`src/rtl/pbk_pkg.sv`:
```
package pbk_pkg;

  localparam int OFF_W = 6;

  typedef enum logic [1:0] {
    VIEW_LOAD = 2'b00,
    VIEW_SET  = 2'b01,
    VIEW_CLR  = 2'b10,
    VIEW_NONE = 2'b11
  } view_e;

  localparam logic [3:0] RN_LEVEL = 4'd0;
  localparam logic [3:0] RN_EN    = 4'd1;
  localparam logic [3:0] RN_MASK  = 4'd2;
  localparam logic [3:0] RN_PATH  = 4'd3;
  localparam logic [3:0] RN_PATL  = 4'd4;
  localparam logic [3:0] RN_FLAG  = 4'd5;

  // New value of one register bit for a write through the given view.
  function automatic logic view_bit(logic cur, logic wbit, view_e view);
    case (view)
      VIEW_LOAD: return wbit;
      VIEW_SET:  return cur | wbit;
      VIEW_CLR:  return cur & ~wbit;
      default:   return cur;
    endcase
  endfunction

  // Trigger hit for one pin, given its configuration and synchronized history.
  function automatic logic trig_hit(logic en, logic pat_h, logic pat_l,
                                    logic now_lvl, logic old_lvl);
    logic hit;
    case ({pat_h, pat_l})
      2'b11:   hit = now_lvl & ~old_lvl;
      2'b10:   hit = ~now_lvl & old_lvl;
      2'b01:   hit = now_lvl;
      default: hit = ~now_lvl;
    endcase
    return en & hit;
  endfunction

endpackage

```
`src/rtl/pbk_sync.sv`:
```
module pbk_sync #(
  parameter int NPINS = 32
) (
  input  logic             clk,
  input  logic             rst_n,
  input  logic [NPINS-1:0] pin_in,
  output logic [NPINS-1:0] lvl_now,
  output logic [NPINS-1:0] lvl_old
);
  logic [NPINS-1:0] stage1, stage2, stage3;

  always_ff @(posedge clk or negedge rst_n) begin
    if (!rst_n) begin
      stage1 <= '0;
      stage2 <= '0;
      stage3 <= '0;
    end else begin
      stage1 <= pin_in;
      stage2 <= stage1;
      stage3 <= stage2;
    end
  end

  assign lvl_now = stage2;
  assign lvl_old = stage3;
endmodule

```
`src/rtl/pbk_regfile.sv`:
```
module pbk_regfile
  import pbk_pkg::*;
#(
  parameter int NPINS = 32
) (
  input  logic             clk,
  input  logic             rst_n,
  input  logic             wr_en,
  input  logic [3:0]       reg_num,
  input  view_e            view,
  input  logic [NPINS-1:0] wdata,
  output logic [NPINS-1:0] en_q,
  output logic [NPINS-1:0] mask_q,
  output logic [NPINS-1:0] path_q,
  output logic [NPINS-1:0] patl_q
);
  localparam int NCFG = 4;

  logic [NPINS-1:0] cfg_q [NCFG];

  // Configuration registers occupy register numbers 1..NCFG.
  for (genvar r = 0; r < NCFG; r++) begin : g_cfg
    localparam logic [3:0] MY_NUM = 4'(r + 1);
    localparam logic [NPINS-1:0] RST_VAL = (MY_NUM == RN_MASK) ? '1 : '0;
    always_ff @(posedge clk or negedge rst_n) begin
      if (!rst_n) begin
        cfg_q[r] <= RST_VAL;
      end else if (wr_en && reg_num == MY_NUM) begin
        for (int b = 0; b < NPINS; b++)
          cfg_q[r][b] <= view_bit(cfg_q[r][b], wdata[b], view);
      end
    end
  end

  assign en_q   = cfg_q[RN_EN   - 1];
  assign mask_q = cfg_q[RN_MASK - 1];
  assign path_q = cfg_q[RN_PATH - 1];
  assign patl_q = cfg_q[RN_PATL - 1];
endmodule

```
`src/rtl/pbk_detect.sv`:
```
module pbk_detect
  import pbk_pkg::*;
#(
  parameter int NPINS = 32
) (
  input  logic [NPINS-1:0] en_q,
  input  logic [NPINS-1:0] path_q,
  input  logic [NPINS-1:0] patl_q,
  input  logic [NPINS-1:0] lvl_now,
  input  logic [NPINS-1:0] lvl_old,
  output logic [NPINS-1:0] trig_evt
);
  for (genvar p = 0; p < NPINS; p++) begin : g_pin
    assign trig_evt[p] = trig_hit(en_q[p], path_q[p], patl_q[p],
                                  lvl_now[p], lvl_old[p]);
  end
endmodule

```
`src/rtl/pbk_flags.sv`:
```
module pbk_flags
  import pbk_pkg::*;
#(
  parameter int NPINS = 32
) (
  input  logic             clk,
  input  logic             rst_n,
  input  logic             wr_en,
  input  logic [3:0]       reg_num,
  input  view_e            view,
  input  logic [NPINS-1:0] wdata,
  input  logic [NPINS-1:0] trig_evt,
  output logic [NPINS-1:0] flag_q,
  output logic [NPINS-1:0] clr_req
);
  logic             sel;
  logic [NPINS-1:0] flag_d;

  assign sel     = wr_en && (reg_num == RN_FLAG);
  assign clr_req = (sel && view == VIEW_CLR) ? wdata : '0;

  // A trigger is ORed in after the software update, so it wins over a clear.
  always_comb begin
    for (int b = 0; b < NPINS; b++)
      flag_d[b] = (sel ? view_bit(flag_q[b], wdata[b], view) : flag_q[b])
                  | trig_evt[b];
  end

  always_ff @(posedge clk or negedge rst_n) begin
    if (!rst_n) flag_q <= '0;
    else        flag_q <= flag_d;
  end
endmodule

```
`src/rtl/pin_bank_irq.sv`:
```
module pin_bank_irq
  import pbk_pkg::*;
#(
  parameter int NPINS = 32
) (
  input  logic             clk,
  input  logic             rst_n,
  input  logic             bus_wr,
  input  logic [OFF_W-1:0] bus_addr,
  input  logic [NPINS-1:0] bus_wdata,
  output logic [NPINS-1:0] bus_rdata,
  input  logic [NPINS-1:0] pin_in,
  output logic [NPINS-1:0] pin_out,
  output logic             irq_out
);
  logic [3:0]       reg_num;
  view_e            view;
  logic [NPINS-1:0] lvl_now, lvl_old;
  logic [NPINS-1:0] en_q, mask_q, path_q, patl_q;
  logic [NPINS-1:0] trig_evt, flag_q, clr_req;
  logic [NPINS-1:0] live_pend;

  assign reg_num = bus_addr[OFF_W-1:2];
  assign view    = view_e'(bus_addr[1:0]);

  pbk_sync #(.NPINS(NPINS)) u_sync (
    .clk(clk), .rst_n(rst_n), .pin_in(pin_in),
    .lvl_now(lvl_now), .lvl_old(lvl_old)
  );

  pbk_regfile #(.NPINS(NPINS)) u_regs (
    .clk(clk), .rst_n(rst_n), .wr_en(bus_wr), .reg_num(reg_num),
    .view(view), .wdata(bus_wdata),
    .en_q(en_q), .mask_q(mask_q), .path_q(path_q), .patl_q(patl_q)
  );

  pbk_detect #(.NPINS(NPINS)) u_det (
    .en_q(en_q), .path_q(path_q), .patl_q(patl_q),
    .lvl_now(lvl_now), .lvl_old(lvl_old), .trig_evt(trig_evt)
  );

  pbk_flags #(.NPINS(NPINS)) u_flags (
    .clk(clk), .rst_n(rst_n), .wr_en(bus_wr), .reg_num(reg_num),
    .view(view), .wdata(bus_wdata), .trig_evt(trig_evt),
    .flag_q(flag_q), .clr_req(clr_req)
  );

  always_comb begin
    case (reg_num)
      RN_LEVEL: bus_rdata = lvl_now;
      RN_EN:    bus_rdata = en_q;
      RN_MASK:  bus_rdata = mask_q;
      RN_PATH:  bus_rdata = path_q;
      RN_PATL:  bus_rdata = patl_q;
      RN_FLAG:  bus_rdata = flag_q;
      default:  bus_rdata = '0;
    endcase
  end

  assign pin_out   = patl_q & ~en_q;
  assign live_pend = flag_q & ~mask_q;
  assign irq_out   = |live_pend;
endmodule

```
`config.mk`:
```
export PLATFORM = sky130hd
export DESIGN_NAME = pin_bank_irq
export DESIGN_NICKNAME = d
export VERILOG_FILES = /design/src/rtl/pbk_pkg.sv /design/src/rtl/pbk_sync.sv /design/src/rtl/pbk_regfile.sv /design/src/rtl/pbk_detect.sv /design/src/rtl/pbk_flags.sv /design/src/rtl/pin_bank_irq.sv
export SDC_FILE = /design/constraint.sdc
export NUM_CORES = 1
export LEC_CHECK = 0
export CORE_ASPECT_RATIO = 1.75
export CORE_MARGIN = 5
export CORE_UTILIZATION = 55
export CTS_CLUSTER_DIAMETER = 30
export DETAILED_ROUTE_END_ITERATION = 8
export GPL_ROUTABILITY_DRIVEN = 1
export PLACE_DENSITY = 0.79
export SLEW_MARGIN = 30
export SYNTH_ARGS = -nofsm -noshare
export SYNTH_HDL_FRONTEND = slang
export SYNTH_SLANG_ARGS = --single-unit
```
`constraint.sdc`:
```
create_clock -name clk -period 6.3 [get_ports clk]
set_clock_uncertainty 0.2 [all_clocks]
set_input_delay 1.575 -clock clk [delete_from_list [all_inputs] [get_ports clk]]
set_output_delay 1.575 -clock clk [all_outputs]
set_load 0.02 [all_outputs]
```
==> results.yml, run 1 <==
grt:
  grt_max_degree: 132
  grt_pass1_wl_mm: 54.5
  grt_pass1_vias: 10200
  overflow: 0
  grt_use_total: 0.284
  antenna_found_initial: 0
sta:
  fin_setup_tns_ns: 0
  slew_headroom: 0.353
  rsz0062_at_grt: "no"
  fmax_mhz: 176
  layout_min_cycle_time_ns: 5.70
  hold_viol: 0
  maxSlewViolCount: 0
  setup_ws_ns: 0.603
  timing.final.crit_share: 0.904
  setup_violations: 0
  tightest_slew_ns: 0.967
placed_design:
  dpl.cell_count: 1480
  routabilityCongestion: 0.898
  pre_cts_slack_ns: 0.624
  dp_hpwl_mm: 21.6
  io_buffers: 137
synth:
  syn_inst: 1169
  synth-seq-cells: 256
  yosysUniqueCellTypes: 27
  synth_top_area_share: 0.488
  synth_top_area_cell: "dfrtp_1"
  syn_area_um2: 11500
  synth_area_leaders: "dfrtp_1 49%, a21oi_1 14%, dfstp_2 7.3%"
  yosysWarnings: 0
  ys_seq_area_frac: 0.562
  syn-num-nets: 1247
  synth_area_per_cell_um2: 9.82
clock_tree:
  hold_buffers: 0
  cts-buffers-inserted: 37
  postCtsSetupBuffers: 0
  cts_sinks: 256
  cts.repair.resized: 0
  cts_tree: "built"
  root_buffer: "clkbuf_16"
  htreeDepth: 2
  cts.clk_slew.worst_paths_ns: 0.05
  clock_latency_ns: 0.51
  clockBufferDepth: 3
worst_setup_path:
  crit_arrival_ns: 3.92
  critPathCaptureType: "output port"
  startpoint_type: "input pin"
  path_max_fanout: 33
  path_class: "in2out"
  cp_data_required_time_ns: 4.53
routing:
  via_per_inst: 6.54
  drc: 0
  wire_per_inst_um: 22.4
  drtIter0Drc: 1103
  dr_total_vias: 10100
  wl_mm: 34.6
  first_pass_iters: 6
  ant_nets: 0
die:
  dieArea_um2: 24000
  fp.coreArea_um2: 20800
  die_h_um: 201
  start_util: 0.553
  num_rows: 70
  die_x_um: 119
  io_pins: 138
final_layout:
  layout_commonest_cell: "a21oi_1"
  diodes: 0
  nNetsFinal: 1346
  layout-drive-gt1-share: 0.0997
  fillers: 1583
  finalNonFillerCells: 1546
  layout_common_cells: "320 x a21oi_1, 224 x dfrtp_1, 136 x clkdlybuf4s50_1"
  area_delta_synth_final_pct: 23.9
status:
  status: "complete, no violations"
job:
  drv_cap: 0
pwr:
  power.total_mw: 5.19
  p_leak_nw: 5.87
  power.density_nw_per_um2: 365
  ir_drop_mv: 0.275
min_path:
  min_path_type: "reg2reg"
[final timing paths]
kind	from	slack, ns	to	depth (start not counted)
worst max-delay path	bus_addr[4]	0.60	bus_rdata[20]	6
worst min-delay path	u_sync.stage1[18]	0.15	u_sync.lvl_now[18]	0
worst max register to register	u_regs.path_q[3]	4.96	u_flags.flag_q[3]	4
worst min register to register	u_sync.stage1[18]	0.15	u_sync.lvl_now[18]	0
max in group asynchronous	rst_n	3.83	u_regs.mask_q[25]	3
min in group asynchronous	rst_n	0.77	u_regs.en_q[13]	1
[worst max-delay path, stage by stage]
cell	delay, ns
clkdlybuf4s50_1	0.65
nor4b_4	0.25
buf_4	0.49
a22oi_1	0.17
nand3_1	0.14
clkdlybuf4s50_1	0.62
[cell usage after synthesis]
cell / count
and3_1: 1
and3b_1: 4
clkbuf_1: 64
a21oi_1: 320
dfrtp_1: 224
dfstp_2: 32
nand2_1: 34
buf_4: 9
o21ai_1: 5
o22ai_1: 47
ha_1: 5
nor2_1: 1
o311ai_0: 1
nor4_1: 5
o211ai_1: 1
nor4b_2: 3
a22oi_1: 96
buf_1: 2
nor2b_1: 95
a211oi_1: 31
o21ai_0: 60
inv_1: 37
nand3_1: 32
buf_2: 24
and4bb_2: 2
nand4_1: 2
nor3_1: 32
[per-stage QoR]
stage,utilization,hold WS [ns],cell area (µm²)
floorplan,-,0.131,11500
global placement,0.626,0.132,13000
detailed placement,0.626,0.135,13000
CTS,0.683,0.149,14200
global route,0.685,0.150,14200
finish,0.685,0.146,14200
[cells by family after synthesis]
kind of cell             share of synthesized area
AO/OA/AOI/OAI                                0.278
flip-flops                                   0.562
AND/OR/NAND/NOR                              0.105
buffers and inverters                       0.0500
adder cells (fa/ha/maj)                    0.00545
[flip-flops by register name (all words and copies together) (netlist names)]
| signal | cells |
|---|---|
| u_regs.mask_q | 32 |
| u_regs.patl_q | 32 |
| u_regs.en_q | 32 |
| u_sync.stage1 | 32 |
| u_sync.lvl_old | 32 |
| u_sync.lvl_now | 32 |
| u_flags.flag_q | 32 |
| u_regs.path_q | 32 |
[where the power goes]
part           internal, mW  leakage [nW]  switching [mW]  total (mW)
registers              1.96          2.95           0.310        2.27
clock network          1.18         0.585           0.800        1.98
logic                 0.428          2.33           0.513       0.942
total                  3.57          5.87            1.62        5.19
[layout make-up]
type                       instances  area, µm²  area share
inverter                          37        139     0.00977
timing repair buffer             159       1620       0.114
sequential                       256       6450       0.453
multi-input combinational        777       4490       0.316
clock buffer                      41        971      0.0683
tap                              252        315      0.0222
clock inverter                    24        228      0.0160
[per-layer routing]
layer  wire length, µm  vias to the layer above  track usage
met5                 0                        -            0
met4              1470                        0        0.134
met3              2770                      118       0.0457
met2             17600                      533        0.481
met1             12700                     4972        0.354
li1                  -                     4484            -
Power figures use the tool's default switching activity.
==> run 2, diff against run 1 <==
--- a/config.mk
+++ b/config.mk
@@ -12,6 +12,7 @@
 export DETAILED_ROUTE_END_ITERATION = 8
 export GPL_ROUTABILITY_DRIVEN = 1
 export PLACE_DENSITY = 0.79
+export RECOVER_POWER = 100
 export SLEW_MARGIN = 30
 export SYNTH_ARGS = -nofsm -noshare
 export SYNTH_HDL_FRONTEND = slang
==> results.yml, run 2 (synthesis results as in run 1) <==
min_path:
  min-delay-start: "u_sync.stage1[18]"
  worst_hold_path.endpoint: "u_sync.lvl_now[18]"
  hold_depth: 0
  min_path_type: "reg2reg"
clock_tree:
  cts.clk_slew.worst_paths_ns: 0.05
  clockBufferDepth: 3
  cts.repair.resized: 0
  postCtsSetupBuffers: 0
  htreeDepth: 2
  cts-buffers-inserted: 37
  hold_buffers: 0
  root_buffer: "clkbuf_16"
  cts_tree: "built"
  cts_sinks: 256
  clock_latency_ns: 0.51
pwr:
  power.internal_mw: 3.53
  clkPwrFrac: 0.385
  p_sw_mw: 1.62
  power.total_mw: 5.16
  switching_share: 0.315
  p_comb_frac: 0.175
  p_leak_nw: 5.95
  seq_power_share: 0.441
  power.density_nw_per_um2: 366
  ir_drop_mv: 0.275
sta:
  layout_min_cycle_time_ns: 5.85
  hold_viol: 0
  fin_setup_tns_ns: 0
  timing.final.crit_share: 0.928
  fmax_mhz: 171
  setup_ws_ns: 0.452
  tightest_slew_ns: 2.34
  maxSlewViolCount: 256
  slew_headroom: -0.563
  holdWs_ns: 0.144
  setup_violations: 0
  rsz0062_at_grt: "no"
job:
  drv_cap: 7
grt:
  antenna_found_initial: 0
  grt_use_total: 0.284
  grt_max_degree: 132
  overflow: 0
  grt_pass1_wl_mm: 54.5
  grt_pass1_vias: 10200
routing:
  wire_per_inst_um: 22.4
  via_per_inst: 6.58
  first_pass_iters: 6
  drtIter0Drc: 997
  wl_mm: 34.6
  drc: 0
  dr_total_vias: 10200
  ant_nets: 0
final_layout:
  seqCellArea_um2: 6450
  layout_commonest_cell: "a21oi_1"
  layout_common_cells: "320 x a21oi_1, 224 x dfrtp_1, 100 x dlygate4sd3_1"
  multi_input_area_um2: 4440
  diodes: 0
  fillers: 1605
  nNetsFinal: 1346
  layout-drive-gt1-share: 0.0850
  design_area_um2: 14100
  area_delta_synth_final_pct: 23.0
die:
  num_rows: 70
  start_util: 0.553
  fp.coreArea_um2: 20800
  io_pins: 138
  dieArea_um2: 24000
  die_h_um: 201
  die_x_um: 119
placed_design:
  placed_cell_area_um2: 13000
  pre_cts_slack_ns: 0.624
  dp_hpwl_mm: 21.6
  routabilityCongestion: 0.898
  io_buffers: 137
worst_setup_path:
  timing.rr.end: "u_flags.flag_q[3]"
  cp_data_required_time_ns: 4.53
  path_class: "in2out"
  r2r_cells: 4
  worst-r2r-setup-slack_ns: 4.96
  startpoint_type: "input pin"
  critPathCaptureType: "output port"
  crit_arrival_ns: 4.07
  path_max_fanout: 33
  r2r_start: "u_regs.path_q[3]"
status:
  violations: "capacitance limit, slew limit"
  status: "finished with violations"
[run 2: changes by cell type in the layout (fill, tap and decap cells not counted), moves of 12 or more]
cell	delta
clkdlybuf4s50_1	-100
dlygate4sd3_1	+100
clkbuf_1	+12
buf_4	-12
[run 2: layout make-up]
cell class / instances / area share
flip-flops and latches: 256 / 0.457
multi-input cells: 777 / 0.315
repair buffers: 159 / 0.111
clock buffers: 41 / 0.0688
well taps: 252 / 0.0223
clock inverters: 24 / 0.0161
inverters: 37 / 0.00984
[run 2: worst max-delay path: stages]
cell and delay, ns:
dlygate4sd3_1 0.62, nor4b_1 0.57, buf_12 0.31, a22oi_1 0.18, nand3_1 0.14, dlygate4sd3_1 0.68
[run 2: layer usage]
layer / global-route usage / routed length [µm]
met1: 0.354 / 12700
met2: 0.481 / 17600
met3: 0.0457 / 2860
met4: 0.134 / 1520
met5: 0 / 0
[run 2: worst max-delay path by stage]
stage,startpoint,to,slack [ns],cells past startpoint
2_1_floorplan,bus_addr[2],bus_rdata[10],1.81,4
3_3_place_gp,bus_addr[4],bus_rdata[20],0.66,6
3_5_place_dp,bus_addr[4],bus_rdata[20],0.62,6
4_1_cts,bus_addr[4],bus_rdata[20],0.62,6
5_1_grt,bus_addr[4],u_regs.patl_q[13],0.31,7
6_report,bus_addr[5],bus_rdata[3],0.45,6
[run 2: power by group through the flow]
stage               Clock, mW  Sequential (mW)  Combinational (mW)
finish                   1.98             2.27               0.901
global route             2.07             2.31               0.996
CTS                      2.00             2.26               0.938
detailed placement          0             2.28               0.929
global placement            0             2.28               0.901
floorplan                   0             2.17               0.585
[run 2: metrics by stage]
stage / utilization / cells
global placement: 0.626 / 1480
floorplan: - / 1169
finish: 0.680 / 1546
detailed placement: 0.626 / 1480
global route: 0.680 / 1546
CTS: 0.683 / 1545
